### src/rtl/nic_pkg.sv
package nic_pkg;
  localparam int NUM_LVL = 4;
  localparam int LVL_W   = 2;
  typedef logic [LVL_W-1:0]   lvl_t;
  typedef logic [NUM_LVL-1:0] lvl_mask_t;
endpackage

### src/rtl/nic_cfg_regs.sv
module nic_cfg_regs
  import nic_pkg::*;
#(
  parameter int NUM_SRC = 10
) (
  input  logic                       clk_i,
  input  logic                       rst_i,
  input  logic [NUM_SRC-1:0]         src_en_i,
  input  logic                       glob_en_i,
  input  logic [NUM_SRC-1:0]         prio_lo_i,
  input  logic [NUM_SRC-1:0]         prio_hi_i,
  output logic [NUM_SRC-1:0]         en_q,
  output logic                       gen_q,
  output lvl_t [NUM_SRC-1:0]         lvl_q
);
  always_ff @(posedge clk_i) begin
    if (rst_i) begin
      en_q  <= '0;
      gen_q <= 1'b0;
    end else begin
      en_q  <= src_en_i;
      gen_q <= glob_en_i;
    end
  end

  for (genvar i = 0; i < NUM_SRC; i++) begin : g_lvl
    always_ff @(posedge clk_i) begin
      if (rst_i) lvl_q[i] <= '0;
      else       lvl_q[i] <= {prio_hi_i[i], prio_lo_i[i]};
    end
  end
endmodule

### src/rtl/nic_arbiter.sv
module nic_arbiter
  import nic_pkg::*;
#(
  parameter int NUM_SRC = 10,
  parameter int IDX_W   = 4
) (
  input  logic                 clk_i,
  input  logic                 rst_i,
  input  logic [NUM_SRC-1:0]   req_i,
  input  logic [NUM_SRC-1:0]   en_i,
  input  logic                 gen_i,
  input  lvl_t [NUM_SRC-1:0]   lvl_i,
  input  lvl_mask_t            mask_i,
  output logic                 win_valid_o,
  output logic [IDX_W-1:0]     win_idx_o,
  output lvl_t                 win_lvl_o
);
  logic               thr_none;
  lvl_t               thr_lvl;
  logic [NUM_SRC-1:0] qual;
  logic [NUM_SRC-1:0] lvl_hit [NUM_LVL];
  logic [NUM_LVL-1:0] lvl_any;

  // Threshold: highest level currently in service.
  always_comb begin
    thr_none = ~|mask_i;
    thr_lvl  = '0;
    for (int l = 0; l < NUM_LVL; l++)
      if (mask_i[l]) thr_lvl = lvl_t'(l);
  end

  for (genvar i = 0; i < NUM_SRC; i++) begin : g_qual
    assign qual[i] = req_i[i] & en_i[i] & gen_i &
                     (thr_none | (lvl_i[i] > thr_lvl));
  end

  for (genvar l = 0; l < NUM_LVL; l++) begin : g_lvl
    for (genvar i = 0; i < NUM_SRC; i++) begin : g_src
      assign lvl_hit[l][i] = qual[i] & (lvl_i[i] == lvl_t'(l));
    end
    assign lvl_any[l] = |lvl_hit[l];
  end

  // Top pending level, then lowest source number inside it.
  always_comb begin
    win_lvl_o = '0;
    for (int l = 0; l < NUM_LVL; l++)
      if (lvl_any[l]) win_lvl_o = lvl_t'(l);
    win_idx_o = '0;
    for (int i = NUM_SRC - 1; i >= 0; i--)
      if (lvl_hit[win_lvl_o][i]) win_idx_o = IDX_W'(i);
    win_valid_o = |qual;
  end

  for (genvar l = 0; l < NUM_LVL; l++) begin : g_ast
    AST_ABOVE_INSERVICE: assert property (@(posedge clk_i) disable iff (rst_i)
      (win_valid_o && mask_i[l]) |-> (win_lvl_o > lvl_t'(l)));
  end

  AST_NO_PREEMPT_TOP: assert property (@(posedge clk_i) disable iff (rst_i)
    mask_i[NUM_LVL-1] |-> !win_valid_o);
endmodule

### src/rtl/nic_inservice.sv
module nic_inservice
  import nic_pkg::*;
(
  input  logic      clk_i,
  input  logic      rst_i,
  input  logic      take_i,
  input  lvl_t      take_lvl_i,
  input  logic      reti_i,
  output lvl_mask_t mask_q
);
  lvl_mask_t top_bit;
  lvl_mask_t set_bit;
  lvl_mask_t mask_d;

  always_comb begin
    top_bit = '0;
    for (int l = 0; l < NUM_LVL; l++)
      if (mask_q[l]) top_bit = lvl_mask_t'(1) << l;
    set_bit = take_i ? (lvl_mask_t'(1) << take_lvl_i) : '0;
    mask_d  = (reti_i ? (mask_q & ~top_bit) : mask_q) | set_bit;
  end

  always_ff @(posedge clk_i) begin
    if (rst_i) mask_q <= '0;
    else       mask_q <= mask_d;
  end

  AST_TAKE_MARKS_LEVEL: assert property (@(posedge clk_i) disable iff (rst_i)
    (take_i && !reti_i) |=> mask_q[$past(take_lvl_i)]);

  AST_RETURN_DROPS_ONE: assert property (@(posedge clk_i) disable iff (rst_i)
    (reti_i && !take_i && (mask_q != '0)) |=>
      ($countones(mask_q) + 1 == $countones($past(mask_q))));
endmodule

### src/rtl/nest_irq_ctrl.sv
module nest_irq_ctrl
  import nic_pkg::*;
#(
  parameter int NUM_SRC = 10,
  parameter int IDX_W   = (NUM_SRC > 1) ? $clog2(NUM_SRC) : 1
) (
  input  logic               clk_i,
  input  logic               rst_i,
  input  logic [NUM_SRC-1:0] req_i,
  input  logic [NUM_SRC-1:0] src_en_i,
  input  logic               glob_en_i,
  input  logic [NUM_SRC-1:0] prio_lo_i,
  input  logic [NUM_SRC-1:0] prio_hi_i,
  input  logic               boundary_i,
  input  logic               irq_ret_i,
  input  logic               sleep_i,
  output logic               take_o,
  output logic [IDX_W-1:0]   take_idx_o,
  output logic               wake_o
);
  logic [NUM_SRC-1:0] cfg_en;
  logic               cfg_gen;
  lvl_t [NUM_SRC-1:0] cfg_lvl;
  lvl_mask_t          svc_mask;
  logic               win_valid;
  logic [IDX_W-1:0]   win_idx;
  lvl_t               win_lvl;
  logic               take_d;
  logic [NUM_SRC-1:0] live_req;

  nic_cfg_regs #(.NUM_SRC(NUM_SRC)) u_cfg (
    .clk_i     (clk_i),
    .rst_i     (rst_i),
    .src_en_i  (src_en_i),
    .glob_en_i (glob_en_i),
    .prio_lo_i (prio_lo_i),
    .prio_hi_i (prio_hi_i),
    .en_q      (cfg_en),
    .gen_q     (cfg_gen),
    .lvl_q     (cfg_lvl)
  );

  nic_arbiter #(.NUM_SRC(NUM_SRC), .IDX_W(IDX_W)) u_arb (
    .clk_i       (clk_i),
    .rst_i       (rst_i),
    .req_i       (req_i),
    .en_i        (cfg_en),
    .gen_i       (cfg_gen),
    .lvl_i       (cfg_lvl),
    .mask_i      (svc_mask),
    .win_valid_o (win_valid),
    .win_idx_o   (win_idx),
    .win_lvl_o   (win_lvl)
  );

  assign take_d   = boundary_i & win_valid;
  assign live_req = req_i & cfg_en;

  nic_inservice u_svc (
    .clk_i      (clk_i),
    .rst_i      (rst_i),
    .take_i     (take_d),
    .take_lvl_i (win_lvl),
    .reti_i     (irq_ret_i),
    .mask_q     (svc_mask)
  );

  always_ff @(posedge clk_i) begin
    if (rst_i) begin
      take_o     <= 1'b0;
      take_idx_o <= '0;
      wake_o     <= 1'b0;
    end else begin
      take_o <= take_d;
      if (take_d) take_idx_o <= win_idx;
      wake_o <= sleep_i & cfg_gen & (|live_req);
    end
  end

  AST_TAKE_AT_BOUNDARY: assert property (@(posedge clk_i) disable iff (rst_i)
    take_o |-> $past(boundary_i));

  AST_GLOBAL_GATE: assert property (@(posedge clk_i) disable iff (rst_i)
    take_o |-> $past(cfg_gen));

  AST_TAKE_ENABLED: assert property (@(posedge clk_i) disable iff (rst_i)
    take_o |-> |($past(live_req) & (NUM_SRC'(1) << take_idx_o)));

  AST_WAKE_FROM_SLEEP: assert property (@(posedge clk_i) disable iff (rst_i)
    wake_o |-> $past(sleep_i));
endmodule

### config.mk
export PLATFORM = sky130hd
export DESIGN_NAME = nest_irq_ctrl
export DESIGN_NICKNAME = d
export VERILOG_FILES = /design/src/rtl/nic_pkg.sv /design/src/rtl/nic_cfg_regs.sv /design/src/rtl/nic_arbiter.sv /design/src/rtl/nic_inservice.sv /design/src/rtl/nest_irq_ctrl.sv
export SDC_FILE = /design/constraint.sdc
export NUM_CORES = 1
export LEC_CHECK = 0
export BUFFER_PORTS_ARGS = -buffer_cell sky130_fd_sc_hd__buf_2
export CORE_MARGIN = 10
export CORE_UTILIZATION = 60
export DETAILED_ROUTE_END_ITERATION = 8
export HOLD_SLACK_MARGIN = 0.05
export PLACE_DENSITY = 0.84
export SLEW_MARGIN = 20
export SYNTH_ARGS = -nofsm -noshare
export SYNTH_HDL_FRONTEND = slang
export SYNTH_HIERARCHICAL = 1
export SYNTH_SLANG_ARGS = --single-unit
export TNS_END_PERCENT = 5
### constraint.sdc
create_clock -name clk_i -period 5.3 [get_ports clk_i]
set_input_delay 1.59 -clock clk_i [delete_from_list [all_inputs] [get_ports clk_i]]
set_output_delay 1.59 -clock clk_i [all_outputs]
set_load 0.05 [all_outputs]
# Word level (Yosys, flattened, before mapping)
# Index checks and enable logic that the tools add are counted.
# totals
regBits	41
inputBits	46
output_inout_bits	6
# classes
magnitude_cmp	11
n_eq_ne	30
n_shift	1
mux	25
bitwise	88
n_reduce_logical	17
# ops
cell	count
AND 1 bit	73
two-way mux 4 bit	13
OR reduction 10 bit	5
equality test 2 bit (second input constant)	20
binary-select mux 10 bit (select 2 bit)	1
equality test 2 x 1 -> 1 bit (second input constant)	10
> comparator 2 bit	10
logical NOT 2 bit	10
two-way mux 10 bit	2
AND 10 bit	1
two-way mux 2 bit	5
bitwise OR 1 bit	10
AND 4 bit	1
inverter 4 bit	1
bitwise OR 4 bit	1
OR reduction 4 bit	1
left shift 1 x 2 -> 4 bit (first input constant)	1
greater-or-equal comparator 3 bit (second input constant)	1
two-way mux 1 bit	3
two-way mux 3 bit	1
inverter 2 -> 3 bit	1
logical NOT 1 bit	1

# Depth between registers and ports, before layout
# logic_depth
word_depth	25
depth_mapped	17

# Modules after synthesis
# Netlist, hierarchy kept.
# by_module_without_submodules
mod	instances	cells_per_inst	area_each_um2	seq_area_each_um2
nic_arbiter	1	228	1620.3	0.0
nic_cfg_regs	1	65	848.3	620.6
nest_irq_ctrl	1	29	255.2	120.1
nic_inservice	1	18	167.7	80.1

# Worst setup path before layout
# Ideal clock, no wire load.
# synth_path
kind	in2reg
from	in req_i[6]
to	reg take_idx_o[0]
setup_time_ns	0.070
arrival_time_ns	3.758
required_ns	5.230
path_slack_ns	1.472
stages	13
path_buffers	0
cell_sequence	and3_1 nand3_1 a21oi_1 a311oi_1 nand4_2 nor2_4 inv_4 o32ai_4 nor2_1 a2111o_1 o211ai_2 nand3_1 a21oi_1
# synth_via
elab_cells_between_ends	29
cone_classes	mux (16); bitwise (9); reduce/logical (4)
# synth_lines
item	line	rtl
start, declared	nest_irq_ctrl.sv:9	input logic [NUM_SRC-1:0] req_i,
AND 1 bit (*) (3 in a row)	nic_arbiter.sv:33	assign qual[i] = req_i[i] & en_i[i] & gen_i &
AND 1 bit	nic_arbiter.sv:39	assign lvl_hit[l][i] = qual[i] & (lvl_i[i] == lvl_t'(l));
OR reduction 10 bit	nic_arbiter.sv:41	assign lvl_any[l] = |lvl_hit[l];
two-way mux 2 bit	nic_arbiter.sv:48	if (lvl_any[l]) win_lvl_o = lvl_t'(l);
two-way mux 2 bit (*)	nic_arbiter.sv:48	
named net win_lvl[1]	nest_irq_ctrl.sv:27	lvl_t win_lvl;
inverter 2 -> 3 bit (implied by the code) (*)	nic_arbiter.sv:51	if (lvl_hit[win_lvl_o][i]) win_idx_o = IDX_W'(i);
binary-select mux 10 bit (select 2 bit) (*)	nic_arbiter.sv:51	
two-way mux 10 bit (implied by the code) (*) (2 in a row)	nic_arbiter.sv:51	
two-way mux 4 bit (9 in a row)	nic_arbiter.sv:51	
two-way mux 4 bit (*)	nic_arbiter.sv:51	
named net win_idx[0]	nest_irq_ctrl.sv:26	logic [IDX_W-1:0] win_idx;
end signal, assigned	nest_irq_ctrl.sv:75	if (take_d) take_idx_o <= win_idx;
end, declared	nest_irq_ctrl.sv:18	output logic [IDX_W-1:0] take_idx_o,
# Mark *: on every way through the listed nets, which the timed path passes. The rest lies on a longest branch. The select of a mux whose other input is x is not followed.
# A chain may end at the register's enable or synchronous reset.

# Worst setup path in the final report
# layout_path
from	reg u_svc.mask_q[2]
to	reg take_idx_o[0]
# layout_via
elab_cells_between_ends	96
cone_classes	order compare (10); mux (18); bitwise (62); reduce/logical (6)
# layout_lines
item	line	rtl
start, declared	nic_inservice.sv:9	output lvl_mask_t mask_q
start signal, assigned	nic_inservice.sv:25	else mask_q <= mask_d;
two-way mux 2 bit (2 in a row)	nic_arbiter.sv:29	if (mask_i[l]) thr_lvl = lvl_t'(l);
> comparator 2 bit	nic_arbiter.sv:34	(thr_none | (lvl_i[i] > thr_lvl));
bitwise OR 1 bit	nic_arbiter.sv:34	
AND 1 bit	nic_arbiter.sv:33	
AND 1 bit	nic_arbiter.sv:39	
OR reduction 10 bit	nic_arbiter.sv:41	
two-way mux 2 bit	nic_arbiter.sv:48	
two-way mux 2 bit (*)	nic_arbiter.sv:48	
named net win_lvl[1]	nest_irq_ctrl.sv:27	
inverter 2 -> 3 bit (implied by the code) (*)	nic_arbiter.sv:51	
binary-select mux 10 bit (select 2 bit) (*)	nic_arbiter.sv:51	
two-way mux 10 bit (implied by the code) (*) (2 in a row)	nic_arbiter.sv:51	
two-way mux 4 bit (9 in a row)	nic_arbiter.sv:51	
two-way mux 4 bit (*)	nic_arbiter.sv:51	
named net win_idx[0]	nest_irq_ctrl.sv:26	
# Marks and branches as above.

==> metrics.txt <==
RSZ-0062 raised after global routing=false; met2 WL=between 3000 and 4000 um; vias in the first global route=~2700; area grow syn2layout=12.2%; r2r setup slk=roughly 0.98 ns; WP buf/inv=1; Worst path top cell family by delay=compound AO/OA/AOI/OAI gates; DPL Wire Length=6550 um; Max Transition Viols Final=0; initial antenna violation count=0; Final ANT Viol Nets=0; I/O pin count=52; Post-synth EDFFs=0; worst rel slew slack=around two fifths; DR vias=about 2700; Initial Util=61.6%; Tmin final=~4.3 ns; Min-Delay Path Class=reg -> reg; Yosys warnings=6; cts bufs inserted=5; Yosys cell types=67; Skew-Pair Late Insertion Delay=0.30 ns; status=complete, no violations; hold path endpoint=take_idx_o[2]; Sw Share=27.8%; Iteration-0 DRC Markers=~230; worst r2r src=u_svc/mask_q[2]; CTS root buffer=clkbuf_8; Synth Area per Inst=8.50 um2; setup_tns=0 ns; CP peak stage delay=0.55 ns; Clk pin slew, worst setup/hold paths=roughly 0.08 ns; clock share of power=between 30% and 40%; fmax=0.232 GHz; total gr overflow=0; Hold Path Cell Cnt=2; first-pass GRT wire length=~13000 um; top layer in use=met4; HP Start=take_idx_o[2]; fin cells=445; CTS H-tree depth=2; drt first pass iters=5; post-cts hold buffer count=0; ys async rst share=0%; Core ar.=4690 um2; final antenna diode count=0; critical path depth=15; Die X=89.4 um; Worst-Margin Slew=around 0.9 ns; die span in y=~89 um; endpoint class of the critical path=flip-flop; Post-Synthesis Cells=340; Worst EP required=5.52 ns; Rows=25; maxcap violations=0; DIE AREA=between 7000 and 8000 um2; Sink Count=just over 40; worst endpoint data arrival time=4.53 ns; flop and latch count out of synthesis=41; Vias per Instance=a little over 6; final period utilization=about four fifths; startpoint types=flip-flop; post-CTS setup buffer count=0; Post-Synthesis Net Count=~400; fill count=about 420; DRC viols=0; I/O Buffers=roughly 50; Post-CTS Resized=0; P_int=just over 0.0005 W; VDD IR max=between 0.15 and 0.2 mV; Psw=about 0.0002 W; Leakage=1.38 nW; met3 wire length=between 500 and 600 um; Final setup viols=0; Crit Path Category=reg -> reg; Worst R2R Path Depth=15; Total GRT Usage=between 20% and 30%; Flop pwr share=around 48%; Final Routed Wirelength=8160 um; final hold viol count=0; most frequent CP cell=a21oi_1; Comb power frac=around 18%; CTS tree=yes; routability congestion estimate=~1; Max Buffers Root-to-Sink=2; M1 wire length=between 3000 and 4000 um; pwr dens=roughly 220 nW/um2; CP Cell Sequence=nor2_2 -> ha_1 -> nor2b_1 -> o21ai_1 -> a21oi_1 -> a221oi_1 -> nand4_2 -> nor2_4 -> inv_4 -> o311ai_1 -> nor2_1 -> a2111o_1 -> o211ai_2 -> nand3_1 -> a21oi_1; Cell Area, Synth=2890 um2; Final #Nets=457; DP Cell Count=~440; r2r endpoint=take_idx_o[0]; critical path fanouts, max=11; Routed wire per std cell=about 18 um; clock skew=0.0105 ns; crit path max-delay cell type=nor2_2; share of cells above drive strength 1=22.5%; Main synth FF type=dfxtp_1; largest net degree at the start of global routing=42; post-synthesis sequential area ratio=28.4%
per-layer routing:
metal / track usage, % / vias to the layer above
met2: 34.7 / 117
met1: 28.1 / 1268
li1: - / 1347
met5: 0 / -
met4: 6.65 / 0
met3: 4.01 / 13
cells in the mapped netlist (3+ instances only):
cell type	number	area, um2
a21o_1	3	22.5
and2_1	4	25.0
nor2_1	15	56.3
nand4_1	3	18.8
o221ai_1	3	26.3
nand3_1	26	130
inv_1	19	71.3
o21ai_0	7	35.0
ha_1	20	250
and3_1	5	31.3
nand2_1	36	135
nor4_1	3	18.8
a311oi_1	3	26.3
a22oi_1	3	22.5
nor2b_1	44	275
buf_6	6	67.6
o21ai_1	9	45.0
a21oi_1	21	105
dfxtp_1	41	821
a211oi_1	3	22.5
a2111oi_0	5	43.8
flip-flops by register name (all words and copies together) (netlist names):
name and flops:
take_o 1, u_cfg/lvl_q 20, u_cfg/en_q 10, take_idx_o 4, u_cfg/gen_q 1, wake_o 1, u_svc/mask_q 4
worst reg2reg max path, stage by stage (launching register included):
cell and delay, ns:
dfxtp_1 0.38, nor2_2 0.55, ha_1 0.37, nor2b_1 0.13, o21ai_1 0.21, a21oi_1 0.19, a221oi_1 0.36, nand4_2 0.42
nor2_4 0.37, inv_4 0.11, o311ai_1 0.36, nor2_1 0.09, a2111o_1 0.42, o211ai_2 0.07, nand3_1 0.08, a21oi_1 0.12
worst max-delay path by stage:
| stage | startpoint | to |
|---|---|---|
| after floorplan | req_i[6] | take_idx_o[0] |
| after global placement | req_i[6] | take_idx_o[0] |
| after detailed placement | req_i[6] | take_idx_o[0] |
| after CTS | u_svc/mask_q[2] | take_idx_o[0] |
| after global routing | u_svc/mask_q[2] | take_idx_o[0] |
| final | u_svc/mask_q[2] | take_idx_o[0] |
logic make-up (layout without fill, tap and decap cells):
group	Yosys count	after routing	synth area share, %
simple gates	157	157	31.2
compound gates	91	91	25.2
flops	41	41	28.4
buf+inv	27	78	5.28
fa+ha+maj	20	20	8.65
xor+xnor	2	2	0.606
mux	2	2	0.692
layout make-up:
class	instances	area, um2	area share, %
clock buffer	5	68.8	2.12
clock inverter	2	35.0	1.08
inverter	20	77.6	2.39
multi-input combinational	272	1920	59.1
sequential	41	821	25.3
tap	54	67.6	2.08
timing repair buffer	51	255	7.87
power by group through the flow:
stage	clock (W)	sequential, W	combinational (W)
6_report	0.000242	0.000341	0.000124
4_1_cts	0.000248	0.000340	0.000123
3_3_place_gp	0	0.000348	0.000119
2_1_floorplan	0	0.000343	0.0000873
5_1_grt	0.000264	0.000343	0.000139
3_5_place_dp	0	0.000347	0.000122
layout by cell type, fill, tap and decap left out, types with 2 or more instances in the layout:
master / count
a2111oi_0: 5
a2111oi_1: 2
a2111oi_2: 2
a211oi_1: 3
a211oi_2: 2
a21o_1: 3
a21oi_1: 21
a21oi_2: 2
a221oi_2: 2
a22o_1: 2
a22oi_1: 3
a311oi_1: 3
a31oi_1: 2
a32oi_1: 2
and2_1: 4
and3_1: 5
buf_2: 51
clkbuf_8: 5
dfxtp_1: 41
ha_1: 20
inv_1: 19
mux2i_1: 2
nand2_1: 36
nand2b_1: 2
nand3_1: 26
nand4_1: 3
nor2_1: 15
nor2b_1: 44
nor3_2: 2
nor4_1: 3
o211ai_1: 2
o21a_1: 2
o21ai_0: 7
o21ai_1: 9
o221ai_1: 3
o22ai_1: 2
xnor2_1: 2
per-stage QoR:
| step | utilization [%] | total power, W | hold slack, ns | area (um2) | setup slack, ns |
|---|---|---|---|---|---|
| global placement | 66.9 | 0.000466 | 0.440 | 3140 | 0.917 |
| floorplan | - | 0.000430 | 0.456 | 2890 | 1.47 |
| finish | 69.1 | 0.000706 | 0.455 | 3240 | 0.985 |
| detailed placement | 66.9 | 0.000469 | 0.444 | 3140 | 0.814 |
| CTS | 69.1 | 0.000711 | 0.455 | 3240 | 1.06 |
| global route | 69.1 | 0.000745 | 0.486 | 3240 | 0.655 |
No activity file was read; power rests on OpenSTA's default activity.
